$ cat src/rtl/ide_tf_pkg.sv
package ide_tf_pkg;
  localparam int A_DATA  = 0;
  localparam int A_FEAT  = 1;
  localparam int A_COUNT = 2;
  localparam int A_LBA0  = 3;
  localparam int A_LBA1  = 4;
  localparam int A_LBA2  = 5;
  localparam int A_DEV   = 6;
  localparam int A_CMD   = 7;
  localparam int A_ALT   = 8;
  localparam int A_SCR   = 9;
  localparam int BSY_BIT = 7;

  typedef struct packed {
    logic data;
    logic feat;
    logic count;
    logic lba0;
    logic lba1;
    logic lba2;
    logic dev;
    logic cmd;
    logic alt;
    logic scr;
  } tf_hit_t;

  function automatic tf_hit_t decode_addr(int unsigned a, int unsigned scr_n);
    tf_hit_t h;
    h.data  = (a == A_DATA);
    h.feat  = (a == A_FEAT);
    h.count = (a == A_COUNT);
    h.lba0  = (a == A_LBA0);
    h.lba1  = (a == A_LBA1);
    h.lba2  = (a == A_LBA2);
    h.dev   = (a == A_DEV);
    h.cmd   = (a == A_CMD);
    h.alt   = (a == A_ALT);
    h.scr   = (a >= A_SCR) && (a < A_SCR + scr_n);
    return h;
  endfunction

  function automatic logic [7:0] next_status(logic [7:0] q, logic load,
                                             logic [7:0] din, logic cmd_acc);
    logic [7:0] n;
    n = load ? din : q;
    if (cmd_acc) n[BSY_BIT] = 1'b1;
    return n;
  endfunction

  function automatic logic next_irq(logic q, logic set, logic clr);
    return clr ? 1'b0 : (q | set);
  endfunction
endpackage

$ cat src/rtl/tf_decode.sv
module tf_decode
  import ide_tf_pkg::*;
#(
  parameter int ADDR_W = 4,
  parameter int SCR_N  = 4
) (
  input  logic [ADDR_W-1:0] addr,
  output tf_hit_t           hit
);
  always_comb hit = decode_addr(int'(addr), SCR_N);
endmodule

$ cat src/rtl/tf_regfile.sv
module tf_regfile #(
  parameter int SCR_N  = 4,
  parameter int SCR_IW = 2
) (
  input  logic                  clk,
  input  logic                  rst_n,
  input  logic [6:0]            we,      // feat,count,lba0,lba1,lba2,dev,ctl
  input  logic                  scr_we,
  input  logic [SCR_IW-1:0]     scr_idx,
  input  logic [7:0]            wbyte,
  output logic [7:0]            feat_q,
  output logic [7:0]            count_q,
  output logic [7:0]            lba0_q,
  output logic [7:0]            lba1_q,
  output logic [7:0]            lba2_q,
  output logic [7:0]            dev_q,
  output logic [7:0]            ctl_q,
  output logic [SCR_N-1:0][7:0] scr_q
);
  always_ff @(posedge clk or negedge rst_n) begin
    if (!rst_n) begin
      feat_q  <= '0;
      count_q <= '0;
      lba0_q  <= '0;
      lba1_q  <= '0;
      lba2_q  <= '0;
      dev_q   <= '0;
      ctl_q   <= '0;
    end else begin
      if (we[6]) feat_q  <= wbyte;
      if (we[5]) count_q <= wbyte;
      if (we[4]) lba0_q  <= wbyte;
      if (we[3]) lba1_q  <= wbyte;
      if (we[2]) lba2_q  <= wbyte;
      if (we[1]) dev_q   <= wbyte;
      if (we[0]) ctl_q   <= wbyte;
    end
  end

  for (genvar i = 0; i < SCR_N; i++) begin : g_scr
    always_ff @(posedge clk or negedge rst_n) begin
      if (!rst_n)                                   scr_q[i] <= '0;
      else if (scr_we && (scr_idx == SCR_IW'(i)))   scr_q[i] <= wbyte;
    end
  end
endmodule

$ cat src/rtl/tf_ctrl.sv
module tf_ctrl
  import ide_tf_pkg::*;
(
  input  logic       clk,
  input  logic       rst_n,
  input  logic       cmd_acc,
  input  logic       irq_clr,
  input  logic       dev_done,
  input  logic       dev_status_we,
  input  logic [7:0] dev_status_in,
  input  logic [7:0] wbyte,
  output logic [7:0] status_q,
  output logic       irq_q,
  output logic       cmd_valid_q,
  output logic [7:0] cmd_op_q
);
  always_ff @(posedge clk or negedge rst_n) begin
    if (!rst_n) begin
      status_q    <= '0;
      irq_q       <= 1'b0;
      cmd_valid_q <= 1'b0;
      cmd_op_q    <= '0;
    end else begin
      status_q    <= next_status(status_q, dev_status_we, dev_status_in, cmd_acc);
      irq_q       <= next_irq(irq_q, dev_done, irq_clr);
      cmd_valid_q <= cmd_acc;
      if (cmd_acc) cmd_op_q <= wbyte;
    end
  end
endmodule

$ cat src/rtl/ide_taskfile_bridge.sv
module ide_taskfile_bridge
  import ide_tf_pkg::*;
#(
  parameter int ADDR_W = 4,
  parameter int BUS_W  = 32,
  parameter int SCR_N  = 4
) (
  input  logic              clk,
  input  logic              rst_n,
  input  logic              bus_wr,
  input  logic              bus_rd,
  input  logic [ADDR_W-1:0] bus_addr,
  input  logic [BUS_W-1:0]  bus_wdata,
  output logic [BUS_W-1:0]  bus_rdata,
  input  logic [7:0]        dev_error,
  input  logic [7:0]        dev_disc,
  input  logic              dev_status_we,
  input  logic [7:0]        dev_status_in,
  input  logic              dev_done,
  input  logic [BUS_W-1:0]  pio_rdata,
  output logic              pio_wr,
  output logic              pio_rd,
  output logic [BUS_W-1:0]  pio_wdata,
  output logic [7:0]        tf_feature,
  output logic [7:0]        tf_count,
  output logic [7:0]        tf_lba0,
  output logic [7:0]        tf_lba1,
  output logic [7:0]        tf_lba2,
  output logic [7:0]        tf_device,
  output logic [7:0]        tf_devctl,
  output logic [7:0]        tf_status,
  output logic              cmd_valid,
  output logic [7:0]        cmd_opcode,
  output logic              irq
);
  localparam int SCR_IW = (SCR_N > 1) ? $clog2(SCR_N) : 1;

  tf_hit_t                hit;
  logic                   wr_ok;     // busy bit clear
  logic                   cmd_acc;   // accepted command write
  logic                   irq_clr;   // interrupt acknowledge event
  logic [6:0]             tf_we;
  logic [7:0]             wbyte;
  logic [ADDR_W-1:0]      scr_off;
  logic [SCR_IW-1:0]      scr_idx;
  logic [SCR_N-1:0][7:0]  scr_q;
  logic [7:0]             rbyte;

  tf_decode #(.ADDR_W(ADDR_W), .SCR_N(SCR_N)) u_dec (
    .addr(bus_addr), .hit(hit)
  );

  assign wbyte   = bus_wdata[7:0];
  assign wr_ok   = ~tf_status[BSY_BIT];
  assign cmd_acc = bus_wr & hit.cmd & wr_ok;
  assign irq_clr = cmd_acc | (bus_rd & hit.cmd);
  assign tf_we   = {bus_wr & wr_ok & hit.feat,
                    bus_wr & wr_ok & hit.count,
                    bus_wr & wr_ok & hit.lba0,
                    bus_wr & wr_ok & hit.lba1,
                    bus_wr & wr_ok & hit.lba2,
                    bus_wr & wr_ok & hit.dev,
                    bus_wr & hit.alt};
  assign scr_off = bus_addr - ADDR_W'(A_SCR);
  assign scr_idx = scr_off[SCR_IW-1:0];

  assign pio_wr    = bus_wr & hit.data;
  assign pio_rd    = bus_rd & hit.data;
  assign pio_wdata = bus_wdata;

  tf_regfile #(.SCR_N(SCR_N), .SCR_IW(SCR_IW)) u_regs (
    .clk(clk), .rst_n(rst_n), .we(tf_we), .scr_we(bus_wr & hit.scr),
    .scr_idx(scr_idx), .wbyte(wbyte),
    .feat_q(tf_feature), .count_q(tf_count), .lba0_q(tf_lba0),
    .lba1_q(tf_lba1), .lba2_q(tf_lba2), .dev_q(tf_device),
    .ctl_q(tf_devctl), .scr_q(scr_q)
  );

  tf_ctrl u_ctrl (
    .clk(clk), .rst_n(rst_n), .cmd_acc(cmd_acc), .irq_clr(irq_clr),
    .dev_done(dev_done), .dev_status_we(dev_status_we),
    .dev_status_in(dev_status_in), .wbyte(wbyte),
    .status_q(tf_status), .irq_q(irq),
    .cmd_valid_q(cmd_valid), .cmd_op_q(cmd_opcode)
  );

  always_comb begin
    rbyte = '0;
    unique case (1'b1)
      hit.feat:          rbyte = dev_error;
      hit.count:         rbyte = tf_count;
      hit.lba0:          rbyte = dev_disc;
      hit.lba1:          rbyte = tf_lba1;
      hit.lba2:          rbyte = tf_lba2;
      hit.dev:           rbyte = tf_device;
      hit.cmd, hit.alt:  rbyte = tf_status;
      hit.scr:           rbyte = scr_q[scr_idx];
      default:           rbyte = '0;
    endcase
    bus_rdata = hit.data ? pio_rdata : {{(BUS_W-8){1'b0}}, rbyte};
  end
endmodule

$ cat config.mk
export PLATFORM = sky130hd
export DESIGN_NAME = ide_taskfile_bridge
export DESIGN_NICKNAME = d
export VERILOG_FILES = /design/src/rtl/ide_tf_pkg.sv /design/src/rtl/tf_decode.sv /design/src/rtl/tf_regfile.sv /design/src/rtl/tf_ctrl.sv /design/src/rtl/ide_taskfile_bridge.sv
export SDC_FILE = /design/constraint.sdc
export NUM_CORES = 1
export LEC_CHECK = 0
export ABC_AREA = 1
export BUFFER_PORTS_ARGS = -buffer_cell sky130_fd_sc_hd__buf_2
export CAP_MARGIN = 20
export CORE_ASPECT_RATIO = 1.25
export CORE_UTILIZATION = 40
export CTS_BUF_LIST = sky130_fd_sc_hd__clkbuf_8
export DETAILED_ROUTE_END_ITERATION = 16
export PLACE_DENSITY = 0.69
export SLEW_MARGIN = 20
export SYNTH_ARGS = -nofsm -noshare
export SYNTH_HDL_FRONTEND = slang
export SYNTH_SLANG_ARGS = --single-unit
$ cat constraint.sdc
create_clock -name clk -period 5.3 [get_ports clk]
set_input_delay 0.265 -clock clk [delete_from_list [all_inputs] [get_ports clk]]
set_output_delay 0.265 -clock clk [all_outputs]
set_load 0.005 [all_outputs]
==> summary.md <==
| Metric | Value |
|---|---|
| Hold Crit Start | `dev_status_in[6]` |
| Worst R2R Start | `u_ctrl.status_q[7]` |
| Syn Nets | `823` |
| Yosys top cell by area | `dfrtp_1` |
| Die ar. | `14700 um2` |
| CTS Buf Count | `9` |
| Power per cell area | `333 nW/um2` |
| Clock Sinks | `106` |
| Worst vdd ir | `0.000211 V` |
| Die height | `135 um` |
| Via density | `5.09` |
| CTS tree | `done` |
| Post-Route Skew | `10.8 ps` |
| Final Max Tran Viols | `0` |
| Number of global-route vias before repair | `4752` |
| Crit Path Class | `in -> out` |
| Cell Chain, Critical Path | `buf_2 > clkinv_1 > ha_1 > inv_1 > nor2_2 > inv_2 > nand2_1 > nand2_1 > buf_2` |
| Leakage dissipation | `3.73 nW` |
| Area post-placement | `6410 um2` |
| CP peak stage delay | `540 ps` |
| WP data required | `5040 ps` |
| Antenna Nets Post-Route | `0` |
| Synth top area share | `0.467` |
| FP Rows | `48` |
| #FFs+latches synth | `106` |
| Seq/Total Area, Yosys | `0.467` |
| CP arrival | `2600 ps` |
| Core ar. | `13800 um2` |
| HP Class | `in -> reg` |
| Final hold vios | `0` |
| Worst Tran Pin Value | `937 ps` |
| Antenna diode count | `0` |
| Via count | `5234` |
| Post-layout minimum cycle time | `2870 ps` |
| Setup crit start kind | `input pin` |
| Drt drc | `0` |
| Share of the clock period used by the worst path | `0.541` |
| Most area-consuming cells after synthesis | `dfrtp_1 (47%), nand2_1 (11%), nand3_1 (5.9%)` |
| Slew margin rel. | `0.373` |
| Drt wl/cell | `17.7 um` |
| Outcome | `finished, final reports clean` |
| Max-Cap Viols | `0` |
| Fin util | `0.478` |
| Power Total | `0.00220 W` |
| Grt total ovfl | `0` |
| I/O Buffers | `189` |
| IO Pins | `238` |
| First-pass GRT wire length | `26.5 mm` |
| Fmax | `349 MHz` |
| DR pass1 iterations | `5` |
| Clock Tree Root | `clkbuf_8` |
| CP Capture Type | `primary output` |
| Clock Tree Buf Depth | `2` |
| Synthesis Warnings | `0` |
| Area Growth Syn to Fin | `16.4%` |
| Slowest cell on the critical path | `ha_1` |
| Clock slew at reported path FFs | `110 ps` |
| Violation count after the first detailed-route iteration | `419` |
| Post-synthesis cell area | `5680 um2` |
| Initial Utilization | `0.411` |
| Layout cells sized above 1 | `0.307` |
| CP Launch Point | `bus_addr[0]` |
| Syn Area/Cell | `7.88 um2` |
| Postcts setup bufs | `0` |
| Die Wd | `109 um` |
| Crit Path Max Fanout | `34` |
| Library cells used by synthesis | `28` |
| Routability Congestion | `0.962` |
| Gr usage total | `0.247` |
| RSZ-0062 raised after global routing | `no` |
| Clk_lat worst skew | `390 ps` |
| DP HPWL | `13.6 mm` |
| Overall routed net length | `18.2 mm` |
| Final Setup Violations | `0` |
| Initial antenna violation count | `0` |
| Sum Neg Setup Slack | `0 ps` |
| Post-Synthesis Cells | `720` |
| # nets final | `953` |
| Largest net degree at the start of global routing | `57` |
| Fin area | `6610 um2` |
| CTS HTree Levels | `3` |
worst paths after layout:
| check | endpoint | slack [ps] | cells after the start |
|---|---|---|---|
| worst max-delay path | bus_rdata[7] | 2430 | 9 |
| worst min-delay path | u_ctrl.status_q[6] | 80 | 3 |
| worst max register to register | u_regs.lba1_q[6] | 3370 | 4 |
| worst min register to register | u_regs.scr_q[20] | 490 | 2 |
| max in group asynchronous | u_regs.ctl_q[5] | 3690 | 3 |
| min in group asynchronous | u_regs.lba1_q[7] | 440 | 2 |
Yosys cell counts:
master / count
a21oi_1: 31
a21oi_2: 1
buf_1: 3
buf_2: 14
buf_4: 34
buf_6: 4
clkbuf_1: 17
clkinv_1: 1
dfrtp_1: 106
ha_1: 5
inv_1: 83
inv_2: 3
nand2_1: 170
nand2_2: 9
nand2_4: 4
nand3_1: 67
nand3_2: 1
nand4_1: 11
nor2_1: 67
nor2_2: 2
nor2_4: 2
nor2_8: 1
nor4_4: 1
o211ai_1: 1
o21ai_0: 48
o21ai_1: 1
o21ai_2: 32
o221a_2: 1
sequential cells by signal (all words and copies together), names as in the netlist:
name	cells
u_regs.scr_q	32
u_ctrl.cmd_op_q	8
u_ctrl.status_q	8
u_regs.count_q	8
u_regs.ctl_q	8
u_regs.dev_q	8
u_regs.feat_q	8
u_regs.lba0_q	8
u_regs.lba1_q	8
u_regs.lba2_q	8
u_ctrl.cmd_valid_q	1
u_ctrl.irq_q	1
layout by cell type, fill, tap and decap left out, drive strengths merged:
master and count:
o211ai 1, ha 5, nor2 72, nand4 11, inv 87, clkinv 3, a21oi 32, buf 190
nand2 183, dfrtp 106, clkinvlp 2, bufinv 1, nand3 68, clkbuf 9, dlygate4sd3 1, o221a 1
nor4 1, o21ai 81
report_power, final:
group / internal (W) / switching, W
Clock: 0.000218 / 0.000292
Combinational: 0.000248 / 0.000325
Sequential: 0.000985 / 0.000130
Total: 0.00145 / 0.000747
kinds of logic (layout without fill, tap and decap cells):
family,after synthesis,count (layout),synth area share
adder cells (fa/ha/maj),5,5,0.0110
AO/OA/AOI/OAI,115,115,0.125
AND/OR/NAND/NOR,335,335,0.261
flip-flops,106,106,0.467
buffers and inverters,159,293,0.136
worst max-delay path: cells and delay by family:
family / cells / cell delay [ps]
buffers and inverters: 5 / 1440
adder cells (fa/ha/maj): 1 / 540
AND/OR/NAND/NOR: 3 / 340
area by class of cell:
cell class | count | area, um2
multi-input cells | 455 | 2250
clock buffers | 9 | 124
clock inverters | 6 | 67.6
well taps | 175 | 219
fillers | 1436 | 7210
inverters | 87 | 327
repair buffers | 191 | 966
flip-flops and latches | 106 | 2650
metrics by stage:
step                hold WS, ps  worst slack [ps]  instances
global placement            346              2520       1013
global route               79.9              2220       1029
CTS                        72.0              2420       1029
finish                     79.1              2430       1029
floorplan                 -30.6              3140        720
detailed placement          343              2440       1013
per-layer routing:
layer  GRT usage  share of wire  up-vias
met1       0.303           0.39     2426
met4       0.128          0.040        0
met3      0.0572          0.090       51
met2       0.404           0.48      256
met5           0              0        -
li1            -              -     2501
timing repair:
| item | 4_1_cts | 5_1_grt |
|---|---|---|
| hold buffers | 1 | 0 |
| hold endpoints to repair | 50 | 0 |
| gates resized for setup | 0 | 0 |
Power figures use the tool's default switching activity.
